### config.mk
export PLATFORM = sky130hd
export DESIGN_NAME = burst_col_gen
export DESIGN_NICKNAME = d
export VERILOG_FILES = /design/src/rtl/bcg_pkg.sv /design/src/rtl/bcg_legal.sv /design/src/rtl/bcg_addr.sv /design/src/rtl/bcg_ctrl.sv /design/src/rtl/burst_col_gen.sv
export SDC_FILE = /design/constraint.sdc
export NUM_CORES = 1
export LEC_CHECK = 0
export ABC_AREA = 1
export BUFFER_PORTS_ARGS = -buffer_cell sky130_fd_sc_hd__buf_4
export CAP_MARGIN = 20
export CORE_AREA = 2 2 76 78
export DETAILED_ROUTE_END_ITERATION = 6
export DIE_AREA = 0 0 78 80
export SYNTH_ARGS = -nofsm -noshare
export SYNTH_HDL_FRONTEND = slang
export SYNTH_SLANG_ARGS = --single-unit
export TNS_END_PERCENT = 30
### constraint.sdc
create_clock -name clk -period 1.6 [get_ports clk]
set_input_delay 0.08 -clock clk [delete_from_list [all_inputs] [get_ports clk]]
set_output_delay 0.08 -clock clk [all_outputs]
set_load 0.01 [all_outputs]
### src/rtl/bcg_pkg.sv
package bcg_pkg;
  typedef enum logic [1:0] {
    BL_2    = 2'd0,
    BL_4    = 2'd1,
    BL_8    = 2'd2,
    BL_PAGE = 2'd3
  } blen_e;

  typedef enum logic {
    ORD_SEQ = 1'b0,
    ORD_ILV = 1'b1
  } bord_e;
endpackage

### src/rtl/bcg_legal.sv
module bcg_legal
  import bcg_pkg::*;
#(
  parameter int COL_W = 8
) (
  input  logic [COL_W-1:0] col_i,
  input  blen_e            len_i,
  input  bord_e            ord_i,
  output logic             bad_o
);
  // page bursts only run sequentially from an even column
  always_comb begin
    bad_o = 1'b0;
    if (len_i == BL_PAGE)
      bad_o = (ord_i == ORD_ILV) || col_i[0];
  end
endmodule

### src/rtl/bcg_addr.sv
module bcg_addr
  import bcg_pkg::*;
#(
  parameter int COL_W = 8
) (
  input  logic [COL_W-1:0] base_i,
  input  logic [COL_W-1:0] cnt_i,
  input  blen_e            len_i,
  input  bord_e            ord_i,
  output logic [COL_W-1:0] col_o,
  output logic             at_end_o
);
  logic [COL_W-1:0] wrap_mask;
  logic [COL_W-1:0] seq_col;
  logic [COL_W-1:0] ilv_col;

  always_comb begin
    unique case (len_i)
      BL_2:    wrap_mask = COL_W'(1);
      BL_4:    wrap_mask = COL_W'(3);
      BL_8:    wrap_mask = COL_W'(7);
      default: wrap_mask = '1;
    endcase
  end

  assign seq_col  = (base_i & ~wrap_mask) | ((base_i + cnt_i) & wrap_mask);
  assign ilv_col  = base_i ^ (cnt_i & wrap_mask);
  assign col_o    = (ord_i == ORD_ILV) ? ilv_col : seq_col;
  assign at_end_o = (len_i != BL_PAGE) && ((cnt_i & wrap_mask) == wrap_mask);
endmodule

### src/rtl/bcg_ctrl.sv
module bcg_ctrl #(
  parameter int COL_W = 8
) (
  input  logic             clk,
  input  logic             rst_n,
  input  logic             start_i,
  input  logic             bad_i,
  input  logic             stop_i,
  input  logic             ready_i,
  input  logic             final_i,
  output logic             busy_o,
  output logic             accept_o,
  output logic [COL_W-1:0] cnt_o,
  output logic             err_o
);
  assign accept_o = start_i && !busy_o && !bad_i;

  always_ff @(posedge clk) begin
    if (!rst_n) begin
      busy_o <= 1'b0;
      cnt_o  <= '0;
      err_o  <= 1'b0;
    end else begin
      err_o <= start_i && !busy_o && bad_i;
      if (accept_o) begin
        busy_o <= 1'b1;
        cnt_o  <= '0;
      end else if (busy_o) begin
        if (stop_i) begin
          busy_o <= 1'b0;
        end else if (ready_i) begin
          if (final_i) busy_o <= 1'b0;
          else         cnt_o  <= cnt_o + COL_W'(1);
        end
      end
    end
  end
endmodule

### src/rtl/burst_col_gen.sv
module burst_col_gen
  import bcg_pkg::*;
#(
  parameter int COL_W = 8
) (
  input  logic             clk,
  input  logic             rst_n,
  input  logic             start_i,
  input  logic [COL_W-1:0] start_col_i,
  input  logic [1:0]       blen_i,
  input  logic             order_i,
  input  logic             stop_i,
  output logic             err_o,
  output logic             out_valid_o,
  input  logic             out_ready_i,
  output logic [COL_W-1:0] out_col_o,
  output logic             out_last_o
);
  blen_e            len_in;
  bord_e            ord_in;
  blen_e            len_q;
  bord_e            ord_q;
  logic [COL_W-1:0] base_q;
  logic [COL_W-1:0] cnt;
  logic             bad;
  logic             busy;
  logic             accept;
  logic             at_end;

  assign len_in = blen_e'(blen_i);
  assign ord_in = bord_e'(order_i);

  bcg_legal #(.COL_W(COL_W)) u_legal (
    .col_i (start_col_i),
    .len_i (len_in),
    .ord_i (ord_in),
    .bad_o (bad)
  );

  bcg_ctrl #(.COL_W(COL_W)) u_ctrl (
    .clk      (clk),
    .rst_n    (rst_n),
    .start_i  (start_i),
    .bad_i    (bad),
    .stop_i   (stop_i),
    .ready_i  (out_ready_i),
    .final_i  (at_end),
    .busy_o   (busy),
    .accept_o (accept),
    .cnt_o    (cnt),
    .err_o    (err_o)
  );

  always_ff @(posedge clk) begin
    if (!rst_n) begin
      base_q <= '0;
      len_q  <= BL_2;
      ord_q  <= ORD_SEQ;
    end else if (accept) begin
      base_q <= start_col_i;
      len_q  <= len_in;
      ord_q  <= ord_in;
    end
  end

  bcg_addr #(.COL_W(COL_W)) u_addr (
    .base_i   (base_q),
    .cnt_i    (cnt),
    .len_i    (len_q),
    .ord_i    (ord_q),
    .col_o    (out_col_o),
    .at_end_o (at_end)
  );

  assign out_valid_o = busy;
  assign out_last_o  = busy && at_end;
endmodule

==> results of run 1 <==
==> area by class of cell <==
| type | count | area, sq um | area share (%) |
|---|---|---|---|
| Clock buffer | 3 | 41.3 | 1.97 |
| Clock inverter | 1 | 5.00 | 0.239 |
| Inverter | 35 | 131 | 6.28 |
| Multi-Input combinational cell | 189 | 1080 | 51.8 |
| Sequential cell | 21 | 425 | 20.3 |
| Tap cell | 72 | 90.1 | 4.31 |
| Timing Repair Buffer | 40 | 315 | 15.1 |
==> state kept, by name (all words and copies together), names as in the netlist <==
| signal | count |
|---|---|
| u_ctrl.err_o | 1 |
| base_q | 8 |
| len_q | 2 |
| ord_q | 1 |
| u_ctrl.cnt_o | 8 |
| u_ctrl.busy_o | 1 |
==> critical path, delay by kind of cell (launching register included) <==
family | cells | cell delay (ns)
fa+ha+maj | 2 | 0.47
flops | 1 | 0.37
simple gates | 6 | 0.36
buf+inv | 3 | 0.22
compound gates | 1 | 0.13
==> routing by layer <==
| layer | wire length, microns | up-vias |
|---|---|---|
| met5 | 0 | - |
| met3 | 124 | 4 |
| met2 | 1900 | 31 |
| met1 | 2100 | 755 |
| li1 | - | 903 |
| met4 | 40 | 0 |
==> what timing repair did <==
item / in CTS / in global routing
resized for setup: 19 / 5
endpoints found under the setup margin: 7 / 8
pin swaps: 1 / 2
==> metrics by stage <==
stage	cells	hold slack, ns
CTS	361	0.0380
detailed placement	357	0.311
global placement	357	0.305
floorplan	251	0.215
finish	361	0.0383
global route	361	0.0539
==> where the power goes <==
| group | switching [mW] | internal [mW] | leakage, nW | total (mW) |
|---|---|---|---|---|
| clock network | 0.177 | 0.173 | 0.0255 | 0.351 |
| registers | 0.0263 | 0.550 | 0.173 | 0.576 |
| logic | 0.186 | 0.149 | 0.713 | 0.335 |
==> Yosys cell counts <==
master	number	area share [%]
nand3_1	26	8.2
or2_1	1	0.39
nand4_1	6	2.4
o21ai_0	22	6.9
nand2_4	1	0.71
nand2_1	61	14
ha_1	8	6.3
nor2_2	1	0.39
nand3_2	2	1.3
a21oi_4	1	1.0
nand2_2	5	2.0
buf_2	1	0.31
nor2_4	2	1.4
xor2_1	1	0.55
fa_1	1	1.3
inv_2	2	0.47
xnor2_1	1	0.55
clkbuf_1	3	0.71
a31oi_1	1	0.39
inv_1	33	7.8
nor2_1	17	4.0
a22o_1	1	0.55
nor3_1	2	0.63
buf_4	1	0.47
a21oi_1	28	8.8
nand3_4	1	1.1
dfxtp_1	21	26
buf_6	1	0.71
==> cell families (layout without fill, tap and decap cells) <==
family,count (synthesis),after routing,synth area share [%]
flip-flops,21,21,26.4
buffers and inverters,41,79,10.5
AO/OA/AOI/OAI,53,53,17.7
AND/OR/NAND/NOR,125,125,36.8
XOR/XNOR,2,2,1.10
adder cells (fa/ha/maj),9,9,7.55
==> placed cells by master (no fill, tap or decap), types with 5 or more instances in the layout <==
| cell type | instances |
|---|---|
| nand2_2 | 8 |
| o21ai_0 | 19 |
| nand3_2 | 5 |
| inv_1 | 31 |
| nand3_1 | 23 |
| nand4_1 | 6 |
| nand2_1 | 58 |
| nor2_1 | 17 |
| buf_4 | 36 |
| a21oi_1 | 27 |
| dfxtp_1 | 19 |
==> final timing paths <==
path	start	endpoint	slack (ns)	cells past startpoint
max	u_ctrl.cnt_o[0]	out_col_o[4]	-0.29	12
min	start_col_i[7]	base_q[7]	0.04	3
max reg2reg	u_ctrl.cnt_o[0]	u_ctrl.cnt_o[6]	0.23	8
min reg2reg	len_q[0]	len_q[0]	0.51	2
==> flow_summary.json, run 1 <==
{
  "synth-seq-area-share_pct": 26.4,
  "viasPerCell": 4.69,
  "wl_microns": 4160,
  "antenna_found_initial": 0,
  "preCtsSetupSlack_ns": -0.112,
  "ys_seq_elements": 21,
  "setup_viol": 7,
  "area_growth_pct": 31.4,
  "crit_slowest_cell": "dfxtp_4",
  "crit_path_cell_trace": "ha_4, inv_2, fa_2, inv_2, nand2_2, nand2_2, nand2_2, nand2_1, nand2_1, o21ai_1, nand2_1, buf_6",
  "drt_iter0_drc": 163,
  "clk_pin_slew_worst_paths_ns": 0.07,
  "fmax_ghz": 0.530,
  "worst_slack_ns": -0.286,
  "design_area_sq_um": 2090,
  "synthDistinctLibCells": 28,
  "max-slew-margin-rel_pct": 80.6,
  "die_area_sq_um": 6240,
  "grt_pass1_vias": 1671,
  "grtUsageMet2_pct": 24.3,
  "grt_setup_unrepaired": "yes",
  "drv_slew": 0,
  "cts_buffers": 3,
  "cts_root_buffer": "clkbuf_8",
  "final_nets": 315,
  "period_share_pct": 118,
  "worstSkewPairLatency_ns": 0.26,
  "critPathMaxFanout": 2,
  "p_total_mw": 1.26,
  "grt_max_degree": 19,
  "syn_inst": 251,
  "core_sq_um": 5410,
  "end_kind": "primary output",
  "n_antenna_cell": 0,
  "placed_cell_area_sq_um": 1950,
  "tritoncts": "yes",
  "hpwl_microns": 3250,
  "port_buffers": 26,
  "gp_congestion": 0.844,
  "slowest_delay_ns": 0.37,
  "hp-class": "input pin to flip-flop",
  "max_slew.worst_pin.slew_ns": 0.290,
  "num_vias": 1693,
  "required_ns": 1.52,
  "yosys_warnings": 0,
  "synth_area_sq_um": 1590,
  "grtUsageMet1_pct": 20.0,
  "clock_skew_ns": 0.00644,
  "start_kind": "flip-flop",
  "ios": 27,
  "cts_max_level": 1,
  "die_h_microns": 80,
  "nFillCells": 581,
  "status": "finished, violations left",
  "grt_pass1_wl_microns": 7460,
  "hold_buffers": 0,
  "cap_violations": 0,
  "routedWlPerCell_microns": 11.5,
  "hold_violations": 0,
  "p_leak_nw": 0.911,
  "grt.total_usage_pct": 14.6,
  "post-route-util_pct": 38.7,
  "clockBufferDepth": 2,
  "dr.pass1.iters": 4,
  "grtUsageMet3_pct": 1.58,
  "syn-num-nets": 276,
  "drcViolationCount": 0,
  "violations": "negative setup slack",
  "row_count": 27,
  "top_usage_layer": "met2",
  "post_cts_buffers": 0,
  "power_density_nw_per_um2": 603,
  "drive_above_1_share_pct": 26.0,
  "peakVddDrop_mv": 0.210,
  "tns_ns": -1.23,
  "die_w_microns": 78,
  "synth_area_per_cell_sq_um": 6.34,
  "final_antenna_net_count": 0,
  "overflow": 0,
  "critPathKind": "flip-flop to primary output",
  "clock_sinks": 21,
  "initial_core_util_pct": 29.4,
  "layout_min_cycle_time_ns": 1.89,
  "arrival_ns": 1.81
}
(Power assumes the default switching activity.)
==> run 2: changes to the inputs <==
- SETUP_SLACK_MARGIN: default -> 0.2
==> flow_summary.json, run 2 (same netlist as run 1, synthesis figures left out) <==
{
  "die_area_sq_um": 6240,
  "placed_cell_area_sq_um": 1970,
  "wl_microns": 4320,
  "antenna_found_initial": 0,
  "seqCellArea_sq_um": 430,
  "row_count": 27,
  "cp-startpoint": "u_ctrl.cnt_o[0]",
  "cap_violations": 0,
  "tritoncts": "yes",
  "layout_common_cells": "nand2_1 (56), buf_4 (39), inv_1 (31)",
  "max-slew-margin-rel_pct": 78.4,
  "drcViolationCount": 0,
  "grt_pass1_wl_microns": 7110,
  "grt.total_usage_pct": 14.1,
  "layout_min_cycle_time_ns": 1.89,
  "p_total_mw": 1.28,
  "area_growth_pct": 37.0,
  "cts_buffers": 3,
  "crit_path_cell_trace": "ha_4, inv_2, fa_2, inv_2, nand2_2, nand2_2, nand3_2, nand2_1, nand2_1, nand3_2, nand2_1, nand2_2, buf_6",
  "critPathMaxFanout": 2,
  "n_antenna_cell": 0,
  "whs_ns": 0.0439,
  "worst-path-buf-inv": 3,
  "peakVddDrop_mv": 0.238,
  "ios": 27,
  "largestRegisters": "base_q (8), u_ctrl.cnt_o (8), len_q (2)",
  "nFillCells": 578,
  "port_buffers": 26,
  "clockBufferDepth": 2,
  "routedWlPerCell_microns": 11.9,
  "required_ns": 1.52,
  "core_sq_um": 5410,
  "clock_skew_ns": 0.00247,
  "violations": "negative setup slack",
  "hpwl_microns": 3270,
  "hold_buffers": 0,
  "dr.pass1.iters": 4,
  "power_density_nw_per_um2": 586,
  "clk_pin_slew_worst_paths_ns": 0.08,
  "grt_pass1_vias": 1568,
  "multiInputGateArea_sq_um": 1140,
  "grt_setup_unrepaired": "yes",
  "final_antenna_net_count": 0,
  "start_kind": "flip-flop",
  "drt_iter0_drc": 122,
  "die_h_microns": 80,
  "arrival_ns": 1.81,
  "hp-class": "input pin to flip-flop",
  "worst-path-stages": 13,
  "cts_max_level": 1,
  "cts_root_buffer": "clkbuf_8",
  "r2r-start": "u_ctrl.cnt_o[0]",
  "die_w_microns": 78,
  "worstSkewPairLatency_ns": 0.26,
  "dp_cells": 357,
  "slowest_delay_ns": 0.36,
  "period_share_pct": 118,
  "reg2reg_slack_ns": 0.26,
  "fmax_ghz": 0.529,
  "num_vias": 1720,
  "viasPerCell": 4.73,
  "status": "finished, violations left",
  "end_kind": "primary output",
  "p_leak_nw": 0.931,
  "max_slew.worst_pin.slew_ns": 0.321,
  "endpoint": "out_col_o[6]",
  "rr_worst_depth": 8,
  "overflow": 0,
  "cp_top_family": "simple AND/OR/NAND/NOR gates",
  "initial_core_util_pct": 29.4,
  "worst_slack_ns": -0.289,
  "fin_cells": 364,
  "drv_slew": 0,
  "clock_sinks": 21,
  "setup_viol": 7,
  "crit_slowest_cell": "dfxtp_4",
  "design_area_sq_um": 2180,
  "hold_violations": 0,
  "mostFrequentLayoutCell": "nand2_1",
  "critPathKind": "flip-flop to primary output",
  "gp_congestion": 0.847,
  "grt_max_degree": 19,
  "final_nets": 318,
  "rr_endpoint": "u_ctrl.cnt_o[6]",
  "drive_above_1_share_pct": 29.8
}
-- run 2: stage by stage --
step                setup TNS [ns]  util [%]  setup slack [ns]
floorplan                        0         -             0.102
global placement           -0.0672      36.4           -0.0452
detailed placement          -0.137      36.4           -0.0881
CTS                          -1.42      38.1            -0.286
global route                 -2.03      40.3            -0.395
finish                       -1.33      40.3            -0.289
-- run 2: layout make-up --
type	count	area share, %
timing repair buffer	43	15.7
clock inverter	1	0.229
multi-input combinational	189	52.3
tap	72	4.13
clock buffer	3	1.89
inverter	35	6.02
sequential	21	19.7
-- run 2: worst min path at each step --
stage / start / endpoint / slack (ns) / cells after the start
CTS: start_col_i[7] / base_q[7] / 0.04 / 3
detailed placement: start_col_i[7] / base_q[7] / 0.31 / 3
floorplan: start_col_i[7] / base_q[7] / 0.21 / 2
global placement: start_col_i[7] / base_q[7] / 0.31 / 3
finish: start_col_i[7] / base_q[7] / 0.04 / 3
global route: start_col_i[7] / base_q[7] / 0.05 / 3
-- run 2: layer usage --
metal / share of wire (%) / global-route usage (%) / up-vias
met5: 0 / 0 / -
met4: 0.49 / 3.16 / 0
met3: 3.2 / 2.04 / 2
met2: 47 / 23.4 / 29
met1: 49 / 19.2 / 775
li1: - / - / 914
-- run 2: power by group --
group	internal, mW	leakage, nW	switching (mW)	total (mW)
clock network	0.173	0.0255	0.176	0.349
registers	0.548	0.174	0.0270	0.575
logic	0.158	0.731	0.195	0.354
total	0.879	0.931	0.398	1.28
-- run 2: worst min-delay path: stages --
cell	delay, ns
buf_4	0.08
nor2_1	0.03
nor2_1	0.08
-- run 2: what timing repair did --
item	in CTS	in global routing
pin swaps	4	8
gates cloned	0	0
endpoints found under the setup margin	8	16
resized for setup	11	20
setup buffers	1	2
hold endpoints to repair	0	0
==> run 3: changes to the inputs <==
- SKIP_CTS_REPAIR_TIMING: default -> 1
==> flow_summary.json, run 3 (same netlist as run 1, synthesis figures left out) <==
{
  "power_density_nw_per_um2": 585,
  "wl_met1_microns": 2190,
  "ios": 27,
  "fmax_ghz": 0.532,
  "row_count": 27,
  "violations": "negative setup slack",
  "final_antenna_net_count": 0,
  "n_antenna_cell": 0,
  "preCtsSetupSlack_ns": -0.0881,
  "tns_ns": -1.18,
  "critPathKind": "flip-flop to primary output",
  "worstSkewPairLatency_ns": 0.26,
  "grt_setup_unrepaired": "yes",
  "gp_congestion": 0.847,
  "worst_slack_ns": -0.280,
  "num_vias": 1694,
  "wl_microns": 4380,
  "wl_met2_microns": 2040,
  "largestRegisters": "base_q (8), u_ctrl.cnt_o (8), len_q (2)",
  "grt_pass1_vias": 1562,
  "hp-class": "input pin to flip-flop",
  "pwr-share-seq_pct": 45.2,
  "grt.total_usage_pct": 13.9,
  "cts_buffers": 3,
  "status": "finished, violations left",
  "drive_above_1_share_pct": 31.8,
  "max_slew.worst_pin.slew_ns": 0.387,
  "power_frac_clock_pct": 27.3,
  "die_area_sq_um": 6240,
  "drv_slew": 0,
  "required_ns": 1.52,
  "grt_max_degree": 19,
  "peakVddDrop_mv": 0.231,
  "layout_common_cells": "nand2_1 (54), buf_4 (38), inv_1 (31)",
  "top_layer_used": "met4",
  "tritoncts": "yes",
  "wl_met3_microns": 126,
  "grt_pass1_wl_microns": 7040,
  "port_buffers": 26,
  "antenna_found_initial": 0,
  "dr.pass1.iters": 4,
  "reg2reg_slack_ns": 0.29,
  "area_growth_pct": 37.8,
  "combinationalPowerShare_pct": 27.5,
  "p_total_mw": 1.28,
  "switching_share_pct": 31.1,
  "start_kind": "flip-flop",
  "period_share_pct": 117,
  "arrival_ns": 1.80,
  "hold_violations": 0,
  "routedWlPerCell_microns": 12.0,
  "clock_skew_ns": 0.00271,
  "core_sq_um": 5410,
  "end_kind": "primary output",
  "mostFrequentLayoutCell": "nand2_1",
  "cts_root_buffer": "clkbuf_8",
  "cts_max_level": 1,
  "clock_sinks": 21,
  "viasPerCell": 4.65,
  "internal-power_uw": 884,
  "die_h_microns": 80,
  "overflow": 0,
  "layout_min_cycle_time_ns": 1.88,
  "p_leak_nw": 0.927,
  "clk_pin_slew_worst_paths_ns": 0.08,
  "placed_cell_area_sq_um": 1970,
  "clockBufferDepth": 2,
  "final_nets": 318,
  "cap_violations": 0,
  "design_area_sq_um": 2190,
  "initial_core_util_pct": 29.4,
  "drt_iter0_drc": 114,
  "p_switching_uw": 399,
  "drcViolationCount": 0,
  "max-slew-margin-rel_pct": 74.2,
  "die_w_microns": 78,
  "critPathMaxFanout": 2,
  "hpwl_microns": 3270,
  "setup_viol": 7
}
==> run 3: final cells by class <==
class                   instances  area [sq um]
multi-input cells             189          1150
clock buffers                   3          41.3
inverters                      35           131
flip-flops and latches         21           430
fillers                       579          3210
repair buffers                 43           342
well taps                      72          90.1
clock inverters                 1          5.00
==> run 3: worst max-delay path, cell delays in order, from the launching register on <==
cell and delay [ns]:
dfxtp_4 0.36, ha_4 0.14, inv_2 0.03, fa_2 0.32
inv_2 0.07, nand2_2 0.05, nand2_2 0.09, nand3_2 0.09
nand2_1 0.06, nand2_1 0.06, nand3_2 0.05, nand2_1 0.06
nand2_2 0.05, buf_4 0.11
==> run 3: stage by stage <==
step | utilization (%) | hold WS (ns) | cells
floorplan | - | 0.215 | 251
global placement | 36.4 | 0.307 | 357
detailed placement | 36.4 | 0.312 | 357
CTS | 37.3 | 0.0363 | 361
global route | 40.6 | 0.0543 | 364
finish | 40.6 | 0.0438 | 364
==> run 3: power groups by stage <==
stage	logic (mW)	clock network (mW)	registers, mW
after floorplan	0.192	0	0.582
after global routing	0.395	0.390	0.583
final	0.353	0.350	0.579
after CTS	0.326	0.366	0.571
after detailed placement	0.325	0	0.584
after global placement	0.323	0	0.583
==> run 3: worst paths after layout <==
| kind | cells past startpoint | from | end |
|---|---|---|---|
| setup reg to reg | 9 | u_ctrl.cnt_o[1] | u_ctrl.cnt_o[6] |
| hold reg to reg | 2 | base_q[0] | base_q[0] |
| setup / recovery | 13 | u_ctrl.cnt_o[0] | out_col_o[6] |
| hold / removal | 3 | start_col_i[7] | base_q[7] |
==> run 3: per-layer routing <==
| metal | vias to the layer above | global-route usage (%) |
|---|---|---|
| met1 | 758 | 19.0 |
| met2 | 23 | 23.3 |
| met4 | 0 | 2.98 |
| met5 | - | 0 |
| met3 | 2 | 2.04 |
| li1 | 911 | - |
